`src/rtl/regwrap_pkg.sv`:
```
package regwrap_pkg;
  typedef enum logic [2:0] {
    ST_IDLE   = 3'd0,
    ST_REQ    = 3'd1,
    ST_WFDATA = 3'd2,
    ST_PARKED = 3'd3
  } wst_e;

  localparam logic [1:0] SEL_CMD  = 2'd0;
  localparam logic [1:0] SEL_VCLR = 2'd1;
  localparam logic [1:0] SEL_INIT = 2'd2;
endpackage

```
`src/rtl/regwrap_cmd_decode.sv`:
```
module regwrap_cmd_decode #(
  parameter int CMD_W  = 32,
  parameter int ADDR_W = 15,
  parameter int DATA_W = 16
) (
  input  logic [CMD_W-1:0]  cmd,
  output logic              dec_we,
  output logic [ADDR_W-1:0] dec_addr,
  output logic [DATA_W-1:0] dec_wdata
);
  localparam int ADDR_LSB = DATA_W;
  localparam int WE_BIT   = CMD_W - 1;

  always_comb begin
    dec_we    = cmd[WE_BIT];
    dec_addr  = cmd[ADDR_LSB +: ADDR_W];
    dec_wdata = cmd[DATA_W-1:0];
  end
endmodule

```
`src/rtl/regwrap_fsm.sv`:
```
module regwrap_fsm
  import regwrap_pkg::*;
#(
  parameter int ADDR_W = 15,
  parameter int DATA_W = 16
) (
  input  logic              clk,
  input  logic              rst_n,
  input  logic              cmd_fire,
  input  logic              vclr_fire,
  input  logic              dec_we,
  input  logic [ADDR_W-1:0] dec_addr,
  input  logic [DATA_W-1:0] dec_wdata,
  input  logic              be_ack,
  input  logic              be_rvalid,
  input  logic [DATA_W-1:0] be_rdata,
  output wst_e              state,
  output logic [DATA_W-1:0] rd_hold,
  output logic              be_req,
  output logic              be_we,
  output logic [ADDR_W-1:0] be_addr,
  output logic [DATA_W-1:0] be_wdata
);
  wst_e state_q;

  always_ff @(posedge clk or negedge rst_n) begin
    if (!rst_n) begin
      state_q  <= ST_IDLE;
      be_we    <= 1'b0;
      be_addr  <= '0;
      be_wdata <= '0;
      rd_hold  <= '0;
    end else begin
      unique case (state_q)
        ST_IDLE: if (cmd_fire) begin
          state_q  <= ST_REQ;
          be_we    <= dec_we;
          be_addr  <= dec_addr;
          be_wdata <= dec_wdata;
        end
        ST_REQ: if (be_ack) state_q <= be_we ? ST_IDLE : ST_WFDATA;
        ST_WFDATA: if (be_rvalid) begin
          rd_hold <= be_rdata;
          state_q <= ST_PARKED;
        end
        ST_PARKED: if (vclr_fire) state_q <= ST_IDLE;
        default: state_q <= ST_IDLE;
      endcase
    end
  end

  assign state  = state_q;
  assign be_req = (state_q == ST_REQ);
endmodule

```
`src/rtl/regwrap_status.sv`:
```
module regwrap_status
  import regwrap_pkg::*;
#(
  parameter int DATA_W = 16,
  parameter int STAT_W = 32
) (
  input  wst_e              state,
  input  logic [DATA_W-1:0] rd_hold,
  input  logic              init_done,
  output logic [STAT_W-1:0] status
);
  localparam int ST_LSB   = DATA_W;
  localparam int SYNC_BIT = DATA_W + 4;
  localparam int INIT_BIT = DATA_W + 5;

  logic sync_idle;
  assign sync_idle = (state == ST_IDLE) || (state == ST_PARKED);

  always_comb begin
    status                 = '0;
    status[DATA_W-1:0]     = rd_hold;
    status[ST_LSB +: 3]    = state;
    status[SYNC_BIT]       = sync_idle;
    status[INIT_BIT]       = init_done;
  end
endmodule

```
`src/rtl/regwrap_cmd_port.sv`:
```
module regwrap_cmd_port
  import regwrap_pkg::*;
#(
  parameter int ADDR_W = 15,
  parameter int DATA_W = 16
) (
  input  logic                     clk,
  input  logic                     rst_n,
  input  logic                     host_wr,
  input  logic [1:0]               host_sel,
  input  logic [ADDR_W+DATA_W:0]   host_wdata,
  output logic [ADDR_W+DATA_W:0]   status,
  output logic                     be_req,
  output logic                     be_we,
  output logic [ADDR_W-1:0]        be_addr,
  output logic [DATA_W-1:0]        be_wdata,
  input  logic                     be_ack,
  input  logic                     be_rvalid,
  input  logic [DATA_W-1:0]        be_rdata
);
  localparam int CMD_W = ADDR_W + DATA_W + 1;

  wst_e              state;
  logic [DATA_W-1:0] rd_hold;
  logic              dec_we;
  logic [ADDR_W-1:0] dec_addr;
  logic [DATA_W-1:0] dec_wdata;
  logic              init_done;
  logic              cmd_fire, vclr_fire, init_fire;

  assign cmd_fire  = host_wr && (host_sel == SEL_CMD);
  assign vclr_fire = host_wr && (host_sel == SEL_VCLR) && host_wdata[0];
  assign init_fire = host_wr && (host_sel == SEL_INIT) && host_wdata[0];

  always_ff @(posedge clk or negedge rst_n) begin
    if (!rst_n)         init_done <= 1'b0;
    else if (init_fire) init_done <= 1'b1;
  end

  regwrap_cmd_decode #(.CMD_W(CMD_W), .ADDR_W(ADDR_W), .DATA_W(DATA_W)) i_dec (
    .cmd(host_wdata), .dec_we(dec_we), .dec_addr(dec_addr), .dec_wdata(dec_wdata)
  );

  regwrap_fsm #(.ADDR_W(ADDR_W), .DATA_W(DATA_W)) i_fsm (
    .clk(clk), .rst_n(rst_n), .cmd_fire(cmd_fire), .vclr_fire(vclr_fire),
    .dec_we(dec_we), .dec_addr(dec_addr), .dec_wdata(dec_wdata),
    .be_ack(be_ack), .be_rvalid(be_rvalid), .be_rdata(be_rdata),
    .state(state), .rd_hold(rd_hold), .be_req(be_req), .be_we(be_we),
    .be_addr(be_addr), .be_wdata(be_wdata)
  );

  regwrap_status #(.DATA_W(DATA_W), .STAT_W(CMD_W)) i_stat (
    .state(state), .rd_hold(rd_hold), .init_done(init_done), .status(status)
  );
endmodule

```
`config.mk`:
```
export PLATFORM = sky130hd
export DESIGN_NAME = regwrap_cmd_port
export DESIGN_NICKNAME = d
export VERILOG_FILES = /design/src/rtl/regwrap_pkg.sv /design/src/rtl/regwrap_cmd_decode.sv /design/src/rtl/regwrap_fsm.sv /design/src/rtl/regwrap_status.sv /design/src/rtl/regwrap_cmd_port.sv
export SDC_FILE = /design/constraint.sdc
export NUM_CORES = 1
export LEC_CHECK = 0
export BUFFER_PORTS_ARGS = -buffer_cell sky130_fd_sc_hd__buf_2
export CAP_MARGIN = 40
export CORE_MARGIN = 5
export CORE_UTILIZATION = 44
export DETAILED_ROUTE_END_ITERATION = 6
export GPL_ROUTABILITY_DRIVEN = 1
export PLACE_DENSITY = 0.82
export REMOVE_ABC_BUFFERS = 1
export SETUP_SLACK_MARGIN = 0.15
export SYNTH_ARGS = -nofsm -noshare
export SYNTH_HDL_FRONTEND = slang
export SYNTH_SLANG_ARGS = --single-unit
```
`constraint.sdc`:
```
create_clock -name clk -period 2.1 [get_ports clk]
set_input_delay 0.105 -clock clk [delete_from_list [all_inputs] [get_ports clk]]
set_output_delay 0.105 -clock clk [all_outputs]
set_load 0.01 [all_outputs]
```
==> results of run 1 <==
-- sequential cells by signal (all words and copies together), names as in the netlist --
| name | cells |
|---|---|
| i_fsm.be_addr | 15 |
| i_fsm.be_wdata | 16 |
| init_done | 1 |
| i_fsm.be_we | 1 |
| i_fsm.state | 2 |
| i_fsm.rd_hold | 16 |
-- worst register-to-register path, stage by stage (launching register included) --
cell and delay, ns:
dfrtp_1 0.44, inv_1 0.09, ha_1 0.23, a222oi_1 0.47, nand2_1 0.15, a22o_1 0.26
-- worst paths after layout --
kind                            slack [ns]                  to      startpoint
worst max register to register        0.35      i_fsm.state[0]  i_fsm.state[0]
worst max-delay path                  0.35      i_fsm.state[0]  i_fsm.state[0]
min in group asynchronous             0.32  i_fsm.be_wdata[12]           rst_n
worst min-delay path                  0.02   i_fsm.be_addr[13]  host_wdata[29]
max in group asynchronous             1.18   i_fsm.rd_hold[13]           rst_n
worst min register to register        0.48           init_done       init_done
-- final cells by class --
cell class	instances	area, um2
clock buffer	7	86.3
clock inverter	1	8.76
fill	369	1910
inverter	7	26.3
multi-input combinational	79	727
sequential	51	1280
tap	54	67.6
timing repair buffer	112	588
-- power groups by stage --
stage          Sequential, mW  Combinational, mW  Clock, mW
4_1_cts                  1.72               1.66      0.612
3_5_place_dp             1.73               1.66          0
6_report                 1.71               1.63      0.588
3_3_place_gp             1.70               1.61          0
5_1_grt                  1.79               1.79      0.651
2_1_floorplan            1.96              0.654          0
-- logic make-up after synthesis --
kind of cell	synth area share (%)
buf+inv	7.49
other cells	0.177
mux	25.5
simple gates	2.66
flops	60.2
compound gates	1.65
fa+ha+maj	2.36
-- cells in the final DEF (no fill, tap or decap), types with 2 or more instances in the layout --
cell and n:
buf_2 107, buf_4 3, clkbuf_8 6, conb_1 12, dfrtp_1 51, ha_1 4, inv_1 7, mux2_1 2
mux2_2 46, nand2_1 4, nor2_1 3
-- layer usage --
layer,vias up,wire [um],GRT usage [%]
met5,-,0,0
met4,0,63,6.01
met3,8,657,9.26
met2,85,2200,25.2
met1,675,1750,16.8
li1,689,-,-
-- stage by stage --
| stage | cells | hold WS [ns] | cell area (um2) |
|---|---|---|---|
| floorplan | 137 | -0.191 | 2030 |
| CTS | 311 | 0.00677 | 2780 |
| finish | 311 | 0.0153 | 2780 |
| detailed placement | 302 | 0.0937 | 2680 |
| global route | 311 | 0.0118 | 2780 |
| global placement | 302 | 0.0902 | 2680 |
==> flow_summary.toml, run 1 <==
[synth]
syn_area_um2 = 2120
synth-edff-count = 0
syn_area_per_cell_um2 = 14.7
synthTopCellsByCount = "dfrtp_1 (51), mux2_2 (46), buf_4 (17), inv_1 (7)"
synth_top_cell_by_area = "dfrtp_1"
ys.flop_type = "dfrtp_1"
synth_seq_area_share_pct = 60.2
ys_top_cells_by_area = "dfrtp_1 (60%), mux2_2 (24%), buf_4 (6.0%)"
synth_top_area_share_pct = 60.2
synth-async-reset-ratio_pct = 100
synthCells = 144
synth_cell_types = 18
synth_seq_cells = 51
ys_warn_count = 0
yosysMostFrequentCell = "dfrtp_1"

[clock_network]
cts_hold_buffers = 1
numCtsBuffers = 5
clk_latency_ns = 0.30
cts.clk_slew.worst_paths_ns = 0.09
cts_resized = 0
cts_setup_buffers = 0
cts_tree = "built"
htree_levels = 2
cts_root_buffer = "clkbuf_8"
clk_path_buf_depth = 2
cts.sinks = 51

[sta]
timing_hold_violations_final = 0
setup-tns-final_ns = 0
finalClockSkew_ns = 0.00785
max_freq_mhz = 573
grt_setup_unrepaired = "false"
setup_violations = 0
maxSlewViolCount = 0
timing.final.crit_share_pct = 83.1
setup_ws_ns = 0.354
min_period_ns = 1.75

[routing]
wl_per_cell_um = 15.0
firstDrtPassIters = 4
drt_iter0_drc = 16
via_count = 1457
wirelength_mm = 4.67
drc = 0
antenna_left = 0
via_per_inst = 4.68

[die]
rows = 25
core_area_um2 = 4690
ioPinCount = 120
initial_core_util_pct = 45.2
dieArea_um2 = 6310
die_w_um = 79.4
dieHeight_um = 79.4

[power]
power_frac_clock_pct = 15.0
irDropWorstVdd_v = 0.000726
intPower_mw = 2.58
p_per_area_nw_per_um2 = 1410
switching_share_pct = 34.3
combPwrFrac_pct = 41.5
switching_power_mw = 1.35
report.power.total_mw = 3.93
p_seq_share_pct = 43.6
power.leakage_nw = 1.45

[flow_run]
maxCapViolCount = 0

[status]
outcome = "complete, no violations"

[placed_design]
dp_slack_ns = 0.374
dp_hpwl_mm = 3.67
io_buffers = 107
gp_congestion = 0.703

[layout]
area_delta_synth_final_pct = 31.1
diodes = 0
final_nets = 315
drive_above_1_share_pct = 64.2
final_util_pct = 59.3

[setup_path]
worstSetupStartpointType = "register"
crit_buf_inv = 1
max_stage_delay_ns = 0.47
cp_top_family = "compound AO/OA/AOI/OAI gates"
cp_data_arrival_time_ns = 1.93
path_class = "register to register"
slowest_stage = "a222oi_1"
worst-path-stages = 5
timing.critical_path.cells = "inv_1 -> ha_1 -> a222oi_1 -> nand2_1 -> a22o_1"
end_kind = "register"
required_ns = 2.28
reg2regPathDepth = 5
critPathMaxFanout = 6

[grt]
grt_antenna_before_repair = 0
grt_use_total_pct = 15.6
grt_overflow = 0
grt_pass1_wl_mm = 7.59
grt_max_degree = 33
grt_pass1_vias = 1654

[min_path]
worstHoldPathType = "primary input to register"
min_path_cells = 2
Power figures use the tool's default switching activity.
==> run 2: changes to the inputs <==
--- a/config.mk
+++ b/config.mk
@@ -5,10 +5,11 @@
 export SDC_FILE = /design/constraint.sdc
 export NUM_CORES = 1
 export LEC_CHECK = 0
+export ABC_AREA = 1
 export BUFFER_PORTS_ARGS = -buffer_cell sky130_fd_sc_hd__buf_2
 export CAP_MARGIN = 40
 export CORE_MARGIN = 5
-export CORE_UTILIZATION = 44
+export CORE_UTILIZATION = 46
 export DETAILED_ROUTE_END_ITERATION = 6
 export GPL_ROUTABILITY_DRIVEN = 1
 export PLACE_DENSITY = 0.82
==> constraint.sdc (replaced) <==
create_clock -name clk -period 1.8 [get_ports clk]
set_input_delay 0.09 -clock clk [delete_from_list [all_inputs] [get_ports clk]]
set_output_delay 0.09 -clock clk [all_outputs]
set_load 0.01 [all_outputs]
==> run 2 against run 1 <==
  * Flip-flop and latch count unchanged
  * Utilization increased by 0.82 points
  * Power increased by 24%
  * Synthesized cell count up 55%
  * Final cell count is 29% higher
  * Setup slack got worse by 0.10 ns
  * Maximum frequency grew 13%
  * Sequential share of layout area shrank 4.3 points
  * Count of clock-buffer cells in the layout is the same
  * Sequential power up 18%
  * Clock power up 21%
  * Die area up 8.1%
==> flow_summary.toml, run 2 <==
[power]
combPwrFrac_pct = 44.2
switching_power_mw = 1.78
switching_share_pct = 36.5
intPower_mw = 3.10
power.leakage_nw = 1.79
p_seq_share_pct = 41.3
power_frac_clock_pct = 14.6
p_per_area_nw_per_um2 = 1590
irDropWorstVdd_v = 0.000778

[routing]
via_count = 1743
via_per_inst = 4.34
wl_per_cell_um = 12.1
antenna_left = 0
wirelength_mm = 4.86
firstDrtPassIters = 4
drc = 0
drt_iter0_drc = 44

[min_path]
min_path_cells = 2
worstHoldPathType = "primary input to register"

[synth]
ys_warn_count = 0
synth_top_cell_by_area = "dfrtp_1"
syn_area_um2 = 2420
synthTopCellsByCount = "dfrtp_1 (51), nand2_1 (47), inv_1 (39), o21ai_2 (32), buf_4 (14)"
synth_cell_types = 18
ys_top_cells_by_area = "dfrtp_1 (53%), o21ai_2 (12%), nand2_1 (7.3%)"
ys.flop_type = "dfrtp_1"
synthCells = 223
yosysMostFrequentCell = "dfrtp_1"
syn_area_per_cell_um2 = 10.9
synth_seq_area_share_pct = 52.7
synth_seq_cells = 51
synth_top_area_share_pct = 52.7
synth-edff-count = 0
synth-async-reset-ratio_pct = 100

[layout]
multi_input_area_um2 = 848
diodes = 0
final_cell_mix = "buf_2 (107), dfrtp_1 (51), nand2_1 (47)"
nFillCells = 452
final_nets = 390
regArea_um2 = 1280
area_delta_synth_final_pct = 26.7
drive_above_1_share_pct = 50.9
final_common_cell = "buf_2"
largest_registers = "i_fsm.be_wdata (16), i_fsm.rd_hold (16), i_fsm.be_addr (15)"

[setup_path]
regToRegSetupSlack_ns = 0.25
max_stage_delay_ns = 0.45
worstSetupStartpointType = "register"
cp_data_arrival_time_ns = 1.75
path_class = "register to register"
reg2regPathDepth = 6
end_kind = "register"
slowest_stage = "dfrtp_1"
timing.critical_path.cells = "inv_1 -> ha_1 -> nand3_4 -> buf_12 -> nand2_1 -> o21ai_2"
critPathMaxFanout = 30
required_ns = 2.00

[die]
rows = 26
core_area_um2 = 5110
ioPinCount = 120
die_w_um = 82.6
initial_core_util_pct = 47.4
dieArea_um2 = 6820
dieHeight_um = 82.6

[clock_network]
clk_path_buf_depth = 2
cts_root_buffer = "clkbuf_8"
cts_tree = "built"
cts.sinks = 51
htree_levels = 2
cts.clk_slew.worst_paths_ns = 0.09
cts_setup_buffers = 0
clk_latency_ns = 0.30
numCtsBuffers = 5

[sta]
setup_violations = 0
timing.final.crit_share_pct = 86.0
setup-tns-final_ns = 0
timing_hold_violations_final = 0
maxSlewViolCount = 0
finalClockSkew_ns = 0.00657
grt_setup_unrepaired = "false"
max_freq_mhz = 646
tightest_slew_ns = 0.542
min_period_ns = 1.55
setup_ws_ns = 0.253
relSlewSlack_pct = 63.8

[placed_design]
dp_slack_ns = 0.270
dp_hpwl_mm = 3.86
io_buffers = 107
gp_congestion = 0.862

[flow_run]
maxCapViolCount = 0

[grt]
grt_antenna_before_repair = 0
grt_use_total_pct = 14.2
grt_pass1_vias = 1681
grt_overflow = 0
grt_max_degree = 31
grt_pass1_wl_mm = 7.50

[status]
outcome = "complete, no violations"
run 2: logic make-up (layout without fill, tap and decap cells):
logic type      count (synthesis)  count (layout)  synth area share (%)
other cells                     1              12                 0.155
buf+inv                        60             158                  14.0
mux                            16              16                  8.99
compound gates                 33              33                  11.9
simple gates                   58              58                  10.2
flops                          51              51                  52.7
fa+ha+maj                       4               4                  2.07
run 2: per-stage QoR:
| stage | std cells | hold slack (ns) | util (%) | area (um2) | power (mW) |
|---|---|---|---|---|---|
| final | 402 | 0.0179 | 60.1 | 3070 | 4.88 |
| after global routing | 402 | 0.00102 | 60.1 | 3070 | 5.27 |
| after CTS | 402 | 0.00414 | 60.1 | 3070 | 4.96 |
| after detailed placement | 393 | 0.107 | 57.8 | 2950 | 4.23 |
| after global placement | 393 | 0.102 | 57.8 | 2950 | 4.16 |
| after floorplan | 213 | -0.206 | - | 2270 | 3.32 |
run 2: layer usage:
layer  track usage (%)  up-vias  wire, um
li1                  -      874         -
met1              16.5      792      2020
met2              24.4       75      2310
met3              5.42        2       519
met4              4.08        0        12
met5                 0        -         0
run 2: timing repair:
item / in CTS / in global routing
hold endpoints to repair: 22 / 0
resized for setup: 0 / 0
hold buffers: 1 / 0
run 2: area by class of cell:
cell class	instances	area share [%]
clock buffers	7	3.14
clock inverters	1	0.245
inverters	39	4.77
multi-input cells	123	27.7
flip-flops and latches	51	41.6
well taps	70	2.85
repair buffers	111	19.7
run 2: critical path, delay by kind of cell, from the launching register on:
family	cells	cell delay [ns]
buf+inv	2	0.37
compound gates	1	0.05
fa+ha+maj	1	0.25
simple gates	2	0.33
flops	1	0.45
run 2: path summary, 6_finish.rpt:
| check | from | end |
|---|---|---|
| setup / recovery | i_fsm.state[0] | i_fsm.be_wdata[5] |
| max in group asynchronous | rst_n | i_fsm.be_addr[14] |
| setup reg to reg | i_fsm.state[0] | i_fsm.be_wdata[5] |
| hold / removal | host_sel[0] | init_done |
| min in group asynchronous | rst_n | i_fsm.be_wdata[11] |
| hold reg to reg | i_fsm.be_wdata[1] | i_fsm.be_wdata[1] |
run 2: power groups by stage:
stage	Sequential, mW	Combinational [mW]	Clock, mW
after floorplan	2.31	1.00	0
after global placement	2.01	2.15	0
after detailed placement	2.03	2.20	0
after CTS	2.02	2.21	0.738
after global routing	2.09	2.40	0.787
final	2.02	2.16	0.712
